==> config.mk <==
export PLATFORM = sky130hd
export DESIGN_NAME = serial_rx
export DESIGN_NICKNAME = d
export VERILOG_FILES = /design/src/rtl/serial_rx_pkg.sv /design/src/rtl/serial_rx_ctrl.sv /design/src/rtl/serial_rx_datapath.sv /design/src/rtl/serial_rx.sv
export SDC_FILE = /design/constraint.sdc
export NUM_CORES = 1
export LEC_CHECK = 0
export BUFFER_PORTS_ARGS = -buffer_cell sky130_fd_sc_hd__buf_2
export CELL_PAD_IN_SITES_DETAIL_PLACEMENT = 1
export CELL_PAD_IN_SITES_GLOBAL_PLACEMENT = 1
export CORE_UTILIZATION = 49
export DETAILED_ROUTE_END_ITERATION = 8
export GPL_TIMING_DRIVEN = 0
export PLACE_DENSITY_LB_ADDON = 0.08
export SLEW_MARGIN = 20
export SYNTH_ARGS = -nofsm -noshare
export SYNTH_HDL_FRONTEND = slang
export SYNTH_SLANG_ARGS = --single-unit
==> constraint.sdc <==
create_clock -name clk -period 4.75 [get_ports clk]
set_input_delay 0.2375 -clock clk [delete_from_list [all_inputs] [get_ports clk]]
set_output_delay 0.2375 -clock clk [all_outputs]
set_load 0.03 [all_outputs]
==> src/rtl/serial_rx_pkg.sv <==
package serial_rx_pkg;

  // Receiver sequencing states
  typedef enum logic [2:0] {
    ST_HUNT,
    ST_START,
    ST_DATA,
    ST_PARITY,
    ST_STOP
  } rxState_e;

  // Strobes from control to datapath, each one cycle wide
  typedef struct packed {
    logic clearShift;   // start bit confirmed, clear the assembly register
    logic shiftBit;     // capture one data bit
    logic takeParity;   // capture the parity bit
    logic finish;       // stop bit sampled, load the buffer
  } rxStrobe_t;

  localparam int unsigned TICK_CNT_W = 6;

endpackage

==> src/rtl/serial_rx_ctrl.sv <==
module serial_rx_ctrl
  import serial_rx_pkg::*;
#(
  parameter int DATA_W = 8
) (
  input  logic       clk,
  input  logic       rstN,
  input  logic       rxTick,
  input  logic       rxSync,
  input  logic [1:0] rateSel,
  input  logic [1:0] charLen,
  input  logic       parityEn,
  output rxStrobe_t  strobes
);

  localparam int BIT_W = $clog2(DATA_W + 1);

  rxState_e                  state;
  logic [TICK_CNT_W-1:0]     tickCnt;
  logic [TICK_CNT_W-1:0]     fullM1;
  logic [TICK_CNT_W-1:0]     halfM1;
  logic [BIT_W-1:0]          bitsLeft;
  logic [BIT_W-1:0]          dataBits;
  logic                      armed;
  logic                      rate1x;
  logic                      atSample;

  // Ticks per bit minus one, and ticks to the middle of the start bit minus one
  always_comb begin
    case (rateSel)
      2'b00:   begin fullM1 = 6'd0;  halfM1 = 6'd0;  end
      2'b01:   begin fullM1 = 6'd15; halfM1 = 6'd7;  end
      default: begin fullM1 = 6'd63; halfM1 = 6'd31; end
    endcase
  end

  assign rate1x   = (rateSel == 2'b00);
  assign dataBits = BIT_W'(DATA_W - 3) + BIT_W'(charLen);
  assign atSample = rxTick && (tickCnt == '0);

  always_comb begin
    strobes            = '0;
    strobes.clearShift = (state == ST_HUNT  && rxTick && armed && !rxSync && rate1x) ||
                         (state == ST_START && atSample && !rxSync);
    strobes.shiftBit   = (state == ST_DATA)   && atSample;
    strobes.takeParity = (state == ST_PARITY) && atSample;
    strobes.finish     = (state == ST_STOP)   && atSample;
  end

  always_ff @(posedge clk or negedge rstN) begin
    if (!rstN) begin
      state    <= ST_HUNT;
      tickCnt  <= '0;
      bitsLeft <= '0;
      armed    <= 1'b0;
    end else if (rxTick) begin
      case (state)
        ST_HUNT: begin
          if (rxSync) begin
            armed <= 1'b1;
          end else if (armed) begin
            if (rate1x) begin
              state    <= ST_DATA;
              tickCnt  <= fullM1;
              bitsLeft <= dataBits;
            end else begin
              state    <= ST_START;
              tickCnt  <= halfM1;
            end
          end
        end
        ST_START: begin
          if (tickCnt != '0) begin
            tickCnt <= tickCnt - 6'd1;
          end else if (rxSync) begin
            state <= ST_HUNT;
            armed <= 1'b1;
          end else begin
            state    <= ST_DATA;
            tickCnt  <= fullM1;
            bitsLeft <= dataBits;
          end
        end
        ST_DATA: begin
          if (tickCnt != '0) begin
            tickCnt <= tickCnt - 6'd1;
          end else begin
            tickCnt  <= fullM1;
            bitsLeft <= bitsLeft - BIT_W'(1);
            if (bitsLeft == BIT_W'(1)) begin
              state <= parityEn ? ST_PARITY : ST_STOP;
            end
          end
        end
        ST_PARITY: begin
          if (tickCnt != '0) begin
            tickCnt <= tickCnt - 6'd1;
          end else begin
            tickCnt <= fullM1;
            state   <= ST_STOP;
          end
        end
        ST_STOP: begin
          if (tickCnt != '0) begin
            tickCnt <= tickCnt - 6'd1;
          end else begin
            state <= ST_HUNT;
            armed <= rxSync;
          end
        end
        default: state <= ST_HUNT;
      endcase
    end
  end

endmodule

==> src/rtl/serial_rx_datapath.sv <==
module serial_rx_datapath
  import serial_rx_pkg::*;
#(
  parameter int DATA_W = 8,
  parameter int SYNC_STAGES = 2
) (
  input  logic              clk,
  input  logic              rstN,
  input  logic              rxLine,
  input  logic [1:0]        charLen,
  input  logic              parityEn,
  input  logic              parityOdd,
  input  logic              readStrobe,
  input  rxStrobe_t         strobes,
  output logic              rxSync,
  output logic [DATA_W-1:0] rxData,
  output logic              rxReady,
  output logic              parityErr,
  output logic              frameErr,
  output logic              overrun
);

  logic [SYNC_STAGES-1:0] syncChain;
  logic [DATA_W-1:0]      shiftReg;
  logic                   parAcc;
  logic [1:0]             gap;

  // Metastability guard on the serial input, idles high
  always_ff @(posedge clk or negedge rstN) begin
    if (!rstN) syncChain <= '1;
    else       syncChain <= {syncChain[SYNC_STAGES-2:0], rxLine};
  end
  assign rxSync = syncChain[SYNC_STAGES-1];

  // Bits enter at the top so the first bit ends up lowest
  always_ff @(posedge clk or negedge rstN) begin
    if (!rstN) begin
      shiftReg <= '0;
      parAcc   <= 1'b0;
    end else if (strobes.clearShift) begin
      shiftReg <= '0;
      parAcc   <= 1'b0;
    end else if (strobes.shiftBit) begin
      shiftReg <= {rxSync, shiftReg[DATA_W-1:1]};
      parAcc   <= parAcc ^ rxSync;
    end else if (strobes.takeParity) begin
      parAcc   <= parAcc ^ rxSync;
    end
  end

  assign gap = 2'd3 - charLen;

  always_ff @(posedge clk or negedge rstN) begin
    if (!rstN) begin
      rxData    <= '0;
      rxReady   <= 1'b0;
      parityErr <= 1'b0;
      frameErr  <= 1'b0;
      overrun   <= 1'b0;
    end else if (strobes.finish) begin
      rxData    <= shiftReg >> gap;
      rxReady   <= 1'b1;
      parityErr <= parityEn & (parAcc ^ parityOdd);
      frameErr  <= ~rxSync;
      if (rxReady && !readStrobe) overrun <= 1'b1;
      else if (readStrobe)        overrun <= 1'b0;
    end else if (readStrobe) begin
      rxReady <= 1'b0;
      overrun <= 1'b0;
    end
  end

endmodule

==> src/rtl/serial_rx.sv <==
module serial_rx
  import serial_rx_pkg::*;
#(
  parameter int DATA_W = 8
) (
  input  logic              clk,
  input  logic              rstN,
  input  logic              rxTick,
  input  logic [1:0]        rateSel,
  input  logic [1:0]        charLen,
  input  logic              parityEn,
  input  logic              parityOdd,
  input  logic              rxLine,
  input  logic              readStrobe,
  output logic [DATA_W-1:0] rxData,
  output logic              rxReady,
  output logic              parityErr,
  output logic              frameErr,
  output logic              overrun
);

  rxStrobe_t strobes;
  logic      rxSync;

  serial_rx_ctrl #(.DATA_W(DATA_W)) u_ctrl (
    .clk      (clk),
    .rstN     (rstN),
    .rxTick   (rxTick),
    .rxSync   (rxSync),
    .rateSel  (rateSel),
    .charLen  (charLen),
    .parityEn (parityEn),
    .strobes  (strobes)
  );

  serial_rx_datapath #(.DATA_W(DATA_W), .SYNC_STAGES(2)) u_dp (
    .clk        (clk),
    .rstN       (rstN),
    .rxLine     (rxLine),
    .charLen    (charLen),
    .parityEn   (parityEn),
    .parityOdd  (parityOdd),
    .readStrobe (readStrobe),
    .strobes    (strobes),
    .rxSync     (rxSync),
    .rxData     (rxData),
    .rxReady    (rxReady),
    .parityErr  (parityErr),
    .frameErr   (frameErr),
    .overrun    (overrun)
  );

endmodule

==> flow_summary.json, run 1 <==
{
  "status": "finished, violations left",
  "failed_checks": "design-rule violations",
  "antenna_found_initial": 0,
  "cts.clk_slew.worst_paths_ns": 0.08,
  "end_kind": "flop",
  "synth_cells": 263,
  "hpwl_um": 4660,
  "core_um2": 4470,
  "wirelength_um": 6390,
  "synthTopCellsByArea": "dfrtp_1 (37%), mux2i_1 (5.5%), o21ai_0 (5.3%)",
  "clockPowerShare_pct": 19.9,
  "slew_violations": 0,
  "synth_common_cells": "dfrtp_1 (35), nand2_1 (30), o21ai_0 (25)",
  "routed_via_density": 6.09,
  "final_util_pct": 58.9,
  "rows": 24,
  "p_leak_nw": 1.24,
  "synth_top_area_share_pct": 37.3,
  "hold_path_end": "u_dp.syncChain[0]",
  "slowest_delay_ns": 0.50,
  "grt_max_degree": 38,
  "synth_top_area_cell": "dfrtp_1",
  "max_freq_mhz": 408,
  "antenna_cells": 0,
  "clk_latency_ns": 0.29,
  "critPathLaunch": "u_ctrl.tickCnt[0]",
  "async_flop_share_pct": 100,
  "grt_pass1_vias": 2189,
  "cts_repair_resize_count": 0,
  "start_util_pct": 52.5,
  "vdd_drop_max_mv": 0.296,
  "route.met2.wl_um": 3010,
  "ys_seq_area_share_pct": 39.6,
  "rsz0062_at_grt": "no",
  "slowest_stage": "a221oi_2",
  "die_h_um": 71.2,
  "tightest_slew_ns": 0.854,
  "cp.arrival_ns": 2.64,
  "cts_buffer_depth": 2,
  "finalSetupViolCount": 0,
  "wire_per_inst_um": 18.5,
  "r2r_end": "u_ctrl.state[2]",
  "fillers": 535,
  "crit_type": "flop to flop",
  "synth-main-ff-cell": "dfrtp_1",
  "drt-initial-drc-count": 120,
  "r2r-start": "u_ctrl.tickCnt[0]",
  "skew_ns": 0.0126,
  "overflow": 0,
  "rrSetupSlack_ns": 2.30,
  "grt_use_total_pct": 27.6,
  "grt_pass1_wl_um": 10800,
  "cts_hold_buf": 0,
  "ys_seq_elements": 37,
  "p_sw_mw": 0.588,
  "root_buffer": "clkbuf_8",
  "finalCritPeriodShare_pct": 51.6,
  "hold_violations": 0,
  "syn_avg_cell_area_um2": 8.92,
  "cp_cell_sequence": "inv_1, ha_1, nor4b_4, nand2_2, a221oi_2, mux2_2",
  "worstHoldStart": "rxLine",
  "synth_edf_count": 0,
  "finalCriticalPeriod_ns": 2.45,
  "holdWs_ns": 0.0420,
  "vias": 2102,
  "powerDensity_nw_per_um2": 525,
  "ant_nets": 0,
  "numClockSinks": 37,
  "cap_viol_max_count": 0,
  "dr.max_layer_used": "met4",
  "post-synth-top-count-cell": "dfrtp_1",
  "area_growth_pct": 12.2,
  "hold_path.class": "primary input to flop",
  "yosysWarnings": 0,
  "swShare_pct": 42.6,
  "die_area_um2": 5070,
  "wl_met3_um": 204,
  "internal-power_mw": 0.793,
  "met1_length_um": 3070,
  "p_seq_share_pct": 32.9,
  "place.gp.congestion": 0.831,
  "tns_ns": 0,
  "port_buffers": 22,
  "nets": 309,
  "cts_tree": "built",
  "cts_setup_buffers": 0,
  "drive_gt1_share_pct": 19.5,
  "syn-num-nets": 280,
  "numCtsBuffers": 5,
  "synth.cell_area_um2": 2350,
  "cp.required_ns": 4.93,
  "synth.distinct_cells": 57,
  "path_max_fanout": 8,
  "maxSlewHeadroom_pct": 43.1,
  "ff2ff_path_depth": 6,
  "drc": 1,
  "hold_depth": 1,
  "setup_slack_ns": 2.30,
  "htree_levels": 2,
  "pwr-share-comb_pct": 47.2,
  "num_io_pins": 23,
  "worstSetupStartpointType": "flop",
  "dp_worst_setup_slack_ns": 2.30,
  "firstDrtPassIters": 6,
  "die_w_um": 71.2
}
per-stage QoR:
| stage | area [um^2] | total power, mW | instances |
|---|---|---|---|
| global placement | 2520 | 1.08 | 337 |
| CTS | 2630 | 1.38 | 345 |
| global route | 2630 | 1.48 | 345 |
| detailed placement | 2520 | 1.10 | 337 |
| floorplan | 2350 | 0.932 | 263 |
| finish | 2630 | 1.38 | 345 |
cells in the final DEF (no fill, tap or decap), drive strengths merged, types with 10 or more instances in the layout:
cell type,n
nand3,10
nor2,23
dfrtp,35
o21ai,31
mux2i,13
inv,12
clkbuf,13
nand2,31
buf,28
a21oi,20
worst max path at each step:
stage / to / cells past startpoint
floorplan: u_ctrl.bitsLeft[1] / 8
global placement: u_ctrl.tickCnt[3] / 8
detailed placement: u_ctrl.tickCnt[3] / 8
CTS: u_dp.shiftReg[7] / 7
global route: u_dp.shiftReg[7] / 7
finish: u_ctrl.state[2] / 6
power groups by stage:
stage / clock network (mW) / registers (mW) / logic [mW]
2_1_floorplan: 0 / 0.439 / 0.493
3_3_place_gp: 0 / 0.456 / 0.621
3_5_place_dp: 0 / 0.460 / 0.641
4_1_cts: 0.283 / 0.455 / 0.647
5_1_grt: 0.291 / 0.464 / 0.730
6_report: 0.275 / 0.455 / 0.652
metal layers:
metal,up-vias,track usage (%)
li1,995,-
met5,-,0
met3,9,5.34
met2,36,44.3
met4,0,8.89
met1,1062,37.9
critical path: cells and delay by family (launching register included):
family          cells  cell delay [ns]
flops               1             0.40
simple gates        2             0.72
mux                 1             0.38
buf+inv             1             0.12
fa+ha+maj           1             0.23
compound gates      1             0.50
flip-flops by register name (all words and copies together) (netlist names), 2 cells and up:
signal and count:
u_ctrl.tickCnt 6, u_ctrl.state 3, u_dp.syncChain 2, u_ctrl.bitsLeft 4, u_dp.shiftReg 8, u_dp.rxData 8
logic make-up after synthesis:
family / share of synthesized area (%)
adders and majority gates: 3.20
AOI/OAI and AO/OA: 20.6
and+or+nand+nor: 20.8
buffers and inverters: 4.85
DFF: 39.6
muxes: 9.86
xor gates and xnor gates: 1.12
layout make-up:
class | instances | area (um^2) | area share [%]
buffer | 13 | 65.1 | 2.47
clock buffer | 6 | 72.6 | 2.76
clock inverter | 2 | 38.8 | 1.47
inverter | 13 | 48.8 | 1.85
multi-input combinational | 200 | 1310 | 49.5
sequential | 37 | 928 | 35.2
tap | 52 | 65.1 | 2.47
timing repair buffer | 22 | 110 | 4.18
Power figures use the tool's default switching activity.
==> run 2: changes to the inputs <==
--- a/config.mk
+++ b/config.mk
@@ -8,7 +8,7 @@
 export BUFFER_PORTS_ARGS = -buffer_cell sky130_fd_sc_hd__buf_2
 export CELL_PAD_IN_SITES_DETAIL_PLACEMENT = 1
 export CELL_PAD_IN_SITES_GLOBAL_PLACEMENT = 1
-export CORE_UTILIZATION = 49
+export CORE_UTILIZATION = 41
 export DETAILED_ROUTE_END_ITERATION = 8
 export GPL_TIMING_DRIVEN = 0
 export PLACE_DENSITY_LB_ADDON = 0.08
==> constraint.sdc (replaced) <==
create_clock -name clk -period 2 [get_ports clk]
set_input_delay 0.1 -clock clk [delete_from_list [all_inputs] [get_ports clk]]
set_output_delay 0.1 -clock clk [all_outputs]
set_load 0.03 [all_outputs]
==> run 2 against run 1 <==
Net effect: the flow finishes with violations (negative setup slack); via count grew 4.6%; clock-buffer cell count unchanged; sequential share of layout area fell by 4.9 points; cell count rose by 12%; critical path type unchanged; largest power group unchanged.
==> flow_summary.json, run 2 (synthesis results as in run 1) <==
{
  "status": "finished, violations left",
  "failed_checks": "negative setup slack",
  "grt_use_total_pct": 23.8,
  "worstSetupStartpointType": "flop",
  "drc": 0,
  "ant_nets": 0,
  "cts.clk_slew.worst_paths_ns": 0.08,
  "port_buffers": 22,
  "critPathBufInv": 2,
  "end_kind": "flop",
  "hpwl_um": 4630,
  "hold_path.class": "primary input to flop",
  "area_growth_pct": 30.5,
  "drt-initial-drc-count": 115,
  "vdd_drop_max_mv": 0.682,
  "drive_gt1_share_pct": 35.6,
  "power.total_mw": 3.67,
  "finalSetupViolCount": 24,
  "cts_tree": "built",
  "final_common_cell": "dfrtp_1",
  "place.gp.congestion": 0.794,
  "vias": 2198,
  "start_util_pct": 42.6,
  "cp_top_family": "simple AND/OR/NAND/NOR gates",
  "die_w_um": 77.7,
  "core_um2": 5510,
  "max_freq_mhz": 465,
  "cp_cell_sequence": "inv_2, ha_4, or4b_4, o21ai_2, a221o_1, buf_6, mux2_4",
  "slowest_delay_ns": 0.56,
  "die_h_um": 77.7,
  "rsz0062_at_grt": "yes",
  "final_cells": 387,
  "cp.arrival_ns": 2.33,
  "wire_per_inst_um": 18.3,
  "tightest_slew_ns": 0.858,
  "p_leak_nw": 1.40,
  "slew_violations": 0,
  "overflow": 0,
  "finalCritPeriodShare_pct": 107,
  "grt_pass1_vias": 2201,
  "powerDensity_nw_per_um2": 1200,
  "root_buffer": "clkbuf_8",
  "routed_via_density": 5.68,
  "final_cell_mix": "dfrtp_1 (35), buf_2 (25), nand2_1 (21)",
  "finalCriticalPeriod_ns": 2.15,
  "wirelength_um": 7060,
  "maxSlewHeadroom_pct": 42.8,
  "largestRegisters": "u_dp.rxData: 8 flops, u_dp.shiftReg: 8 flops, u_ctrl.tickCnt: 6 flops",
  "antenna_found_initial": 0,
  "slowest_stage": "or4b_4",
  "r2r-start": "u_ctrl.tickCnt[0]",
  "crit_type": "flop to flop",
  "cts_buffer_depth": 2,
  "die_area_um2": 6030,
  "critPathLaunch": "u_ctrl.tickCnt[0]",
  "dp_cells": 357,
  "holdWs_ns": 0.0901,
  "worstHoldStart": "parityEn",
  "cp.required_ns": 2.18,
  "rows": 27,
  "grt_max_degree": 38,
  "nets": 331,
  "num_io_pins": 23,
  "htree_levels": 2,
  "hold_violations": 0,
  "path_max_fanout": 6,
  "clk_latency_ns": 0.30,
  "antenna_cells": 0,
  "numClockSinks": 37,
  "fin_area_um2": 3060,
  "place_area_um2": 2570,
  "setup_slack_ns": -0.149,
  "firstDrtPassIters": 4,
  "grt_pass1_wl_um": 11100,
  "dp_worst_setup_slack_ns": -0.343,
  "cap_viol_max_count": 0,
  "numCtsBuffers": 5,
  "skew_ns": 0.0107
}
## run 2: changes by cell type in the layout (fill, tap and decap cells not counted), moves of 4 or more
| cell | previous run | this run |
|---|---|---|
| o21ai_2 | 2 | 9 |
| buf_6 | 1 | 5 |
| o21ai_1 | 4 | 12 |
| nand2_2 | 1 | 7 |
| o21ai_0 | 25 | 10 |
| nor2_1 | 22 | 18 |
| buf_4 | 1 | 14 |
| nand2_1 | 30 | 21 |
## run 2: routing by layer
layer	up-vias	global-route usage (%)	part of all wire (%)
met1	1093	32.7	47
met3	9	2.71	2.8
met2	41	38.9	48
li1	1055	-	-
met4	0	7.92	1.5
met5	-	0	0
## run 2: worst register-to-register path: stages (launching register included)
cell     delay [ns]
dfrtp_1        0.43
inv_2          0.10
ha_4           0.14
or4b_4         0.56
o21ai_2        0.16
a221o_1        0.21
buf_6          0.14
mux2_4         0.29
## run 2: cell type report
| type | count | area [um^2] |
|---|---|---|
| inverter | 13 | 52.6 |
| timing repair buffer | 44 | 315 |
| fill | 628 | 2440 |
| tap | 72 | 90.1 |
| buffer | 12 | 70.1 |
| clock buffer | 6 | 82.6 |
| multi-input combinational | 201 | 1510 |
| sequential | 37 | 928 |
| clock inverter | 2 | 13.8 |
## run 2: worst paths after layout
kind	slack, ns	cells after the start	endpoint
max	-0.15	7	u_ctrl.tickCnt[3]
min	0.09	3	u_dp.parityErr
max reg2reg	-0.15	7	u_ctrl.tickCnt[3]
min reg2reg	0.37	0	u_dp.syncChain[1]
max in group asynchronous	1.01	2	u_ctrl.tickCnt[2]
min in group asynchronous	0.44	2	u_ctrl.state[1]
## run 2: power breakdown
group	internal, mW	leakage (nW)	total (mW)	switching (mW)
clock network	0.280	0.0512	0.577	0.297
registers	0.910	0.485	1.10	0.191
logic	0.850	0.860	1.99	1.14
total	2.04	1.40	3.67	1.63
## run 2: timing repair
action,CTS,global route
gates resized for setup,22,45
hold endpoints to repair,37,0
buffers inserted,13,5
pin swaps,12,18
gates cloned,0,2
hold buffers,3,0
setup endpoints to repair,34,32
## run 2: metrics by stage
stage,setup TNS (ns),util [%]
CTS,-0.644,52.3
global route,-3.17,55.6
finish,-1.24,55.6
global placement,-5.57,46.8
detailed placement,-5.87,46.8
floorplan,-0.0405,-
==> run 3: changes to the inputs <==
--- a/config.mk
+++ b/config.mk
@@ -12,6 +12,7 @@
 export DETAILED_ROUTE_END_ITERATION = 8
 export GPL_TIMING_DRIVEN = 0
 export PLACE_DENSITY_LB_ADDON = 0.08
+export REMOVE_ABC_BUFFERS = 1
 export SLEW_MARGIN = 20
 export SYNTH_ARGS = -nofsm -noshare
 export SYNTH_HDL_FRONTEND = slang
==> run 3 against run 2 <==
Net effect: the flow still finishes with violations (negative setup slack); die area unchanged; core utilization down 1.5 points; clock-buffer cell count unchanged; total power decreased by 0.43%; flip-flop and latch count unchanged; routed wire length decreased by 7.0%; clock skew down 0.0028 ns; critical path type unchanged; largest cell class unchanged.
==> flow_summary.json, run 3 (synthesis results as in run 1) <==
{
  "htree_levels": 2,
  "final_util_pct": 54.1,
  "wire_per_inst_um": 17.3,
  "finalSetupViolCount": 8,
  "finalCriticalPeriod_ns": 2.08,
  "die_h_um": 77.7,
  "overflow": 0,
  "cts_buffer_depth": 2,
  "final_cell_mix": "dfrtp_1 (31), nand2_1 (30), buf_2 (22)",
  "worstSetupStartpointType": "flop",
  "clk_latency_ns": 0.30,
  "p_leak_nw": 1.35,
  "port_buffers": 22,
  "root_buffer": "clkbuf_8",
  "tns_ns": -0.276,
  "setup_slack_ns": -0.0762,
  "largestRegisters": "u_dp.rxData: 8 flops, u_dp.shiftReg: 8 flops, u_ctrl.tickCnt: 6 flops",
  "place.gp.congestion": 0.741,
  "antenna_cells": 0,
  "hold_violations": 0,
  "grt_max_degree": 38,
  "grt_pass1_wl_um": 10700,
  "max_freq_mhz": 482,
  "numClockSinks": 37,
  "grt_use_total_pct": 22.7,
  "numCtsBuffers": 5,
  "status": "finished, violations left",
  "drc": 0,
  "power.total_mw": 3.65,
  "finalCritPeriodShare_pct": 104,
  "rows": 27,
  "cap_viol_max_count": 0,
  "wirelength_um": 6570,
  "cts.clk_slew.worst_paths_ns": 0.07,
  "path_max_fanout": 6,
  "cp.arrival_ns": 2.26,
  "final_common_cell": "dfrtp_1",
  "drive_gt1_share_pct": 31.9,
  "maxSlewHeadroom_pct": 42.4,
  "num_io_pins": 23,
  "rsz0062_at_grt": "yes",
  "drt-initial-drc-count": 97,
  "cts_tree": "built",
  "cp.required_ns": 2.18,
  "ant_nets": 0,
  "die_area_um2": 6030,
  "core_um2": 5510,
  "end_kind": "flop",
  "vdd_drop_max_mv": 0.748,
  "nets": 323,
  "skew_ns": 0.00786,
  "tightest_slew_ns": 0.863,
  "failed_checks": "negative setup slack",
  "crit_type": "flop to flop",
  "area_growth_pct": 26.9,
  "slew_violations": 0,
  "firstDrtPassIters": 4,
  "die_w_um": 77.7,
  "grt_pass1_vias": 2078,
  "hpwl_um": 4080,
  "powerDensity_nw_per_um2": 1230,
  "routed_via_density": 5.67,
  "hold_path.class": "primary input to flop",
  "vias": 2150,
  "antenna_found_initial": 0,
  "start_util_pct": 42.6
}
==> run 3: cell types whose count changed in the layout (fill, tap and decap cells not counted), moves of 6 or more <==
cell,delta
nand2_1,+9
buf_4,+6
nand2_2,-7
o21ai_2,-6
o21ai_0,+11
==> run 3: what timing repair did <==
item	4_1_cts	5_1_grt
hold buffers	3	0
setup buffers	9	12
cloned	0	3
hold endpoints to repair	37	0
endpoints found under the setup margin	35	31
gates resized for setup	20	23
pin swaps	4	10
==> run 3: path summary, 6_finish.rpt <==
check                                   from                 end  slack (ns)  cells past startpoint
max in group asynchronous               rstN     u_ctrl.state[0]        0.91                      2
min in group asynchronous               rstN      u_dp.rxData[7]        0.45                      2
setup / recovery           u_ctrl.tickCnt[0]  u_ctrl.bitsLeft[1]       -0.08                      7
setup reg to reg           u_ctrl.tickCnt[0]  u_ctrl.bitsLeft[1]       -0.08                      7
hold / removal                      parityEn      u_dp.parityErr        0.09                      3
hold reg to reg            u_dp.syncChain[0]   u_dp.syncChain[1]        0.37                      0
==> run 3: final cells by class <==
class	count	area (um^2)
Tap cell	72	90.1
Inverter	13	48.8
Clock buffer	6	82.6
Fill cell	648	2530
Timing Repair Buffer	46	302
Sequential cell	37	938
Multi-Input combinational cell	203	1480
Clock inverter	2	37.5
==> run 3: metal layers <==
metal | vias up | wire (um) | track usage [%]
met2 | 26 | 3190 | 37.7
li1 | 1038 | - | -
met4 | 0 | 55 | 5.09
met3 | 6 | 151 | 3.88
met1 | 1080 | 3170 | 30.8
met5 | - | 0 | 0
==> run 3: worst max-delay path, cell delays in order (launching register included) <==
cell and delay, ns:
dfrtp_1 0.39, inv_2 0.08, ha_4 0.15, or4b_4 0.55, o21ai_2 0.17, a22o_2 0.16
and2_4 0.16, mux2_4 0.29
==> run 3: report_power, final <==
| group | total (mW) | switching [mW] | internal, mW | leakage [nW] |
|---|---|---|---|---|
| registers | 1.25 | 0.332 | 0.921 | 0.479 |
| clock network | 0.692 | 0.287 | 0.406 | 0.0574 |
| logic | 1.71 | 0.916 | 0.791 | 0.808 |
| total | 3.65 | 1.53 | 2.12 | 1.35 |
==> run 3: stage by stage <==
stage | setup WS (ns) | cell area [um^2] | hold WS [ns] | cells
2_1_floorplan | -0.215 | 2280 | -0.196 | 250
3_3_place_gp | -0.568 | 2480 | 0.206 | 344
3_5_place_dp | -0.546 | 2480 | 0.209 | 344
4_1_cts | -0.0624 | 2770 | 0.0858 | 364
5_1_grt | -0.172 | 2980 | 0.148 | 379
6_report | -0.0762 | 2980 | 0.0876 | 379
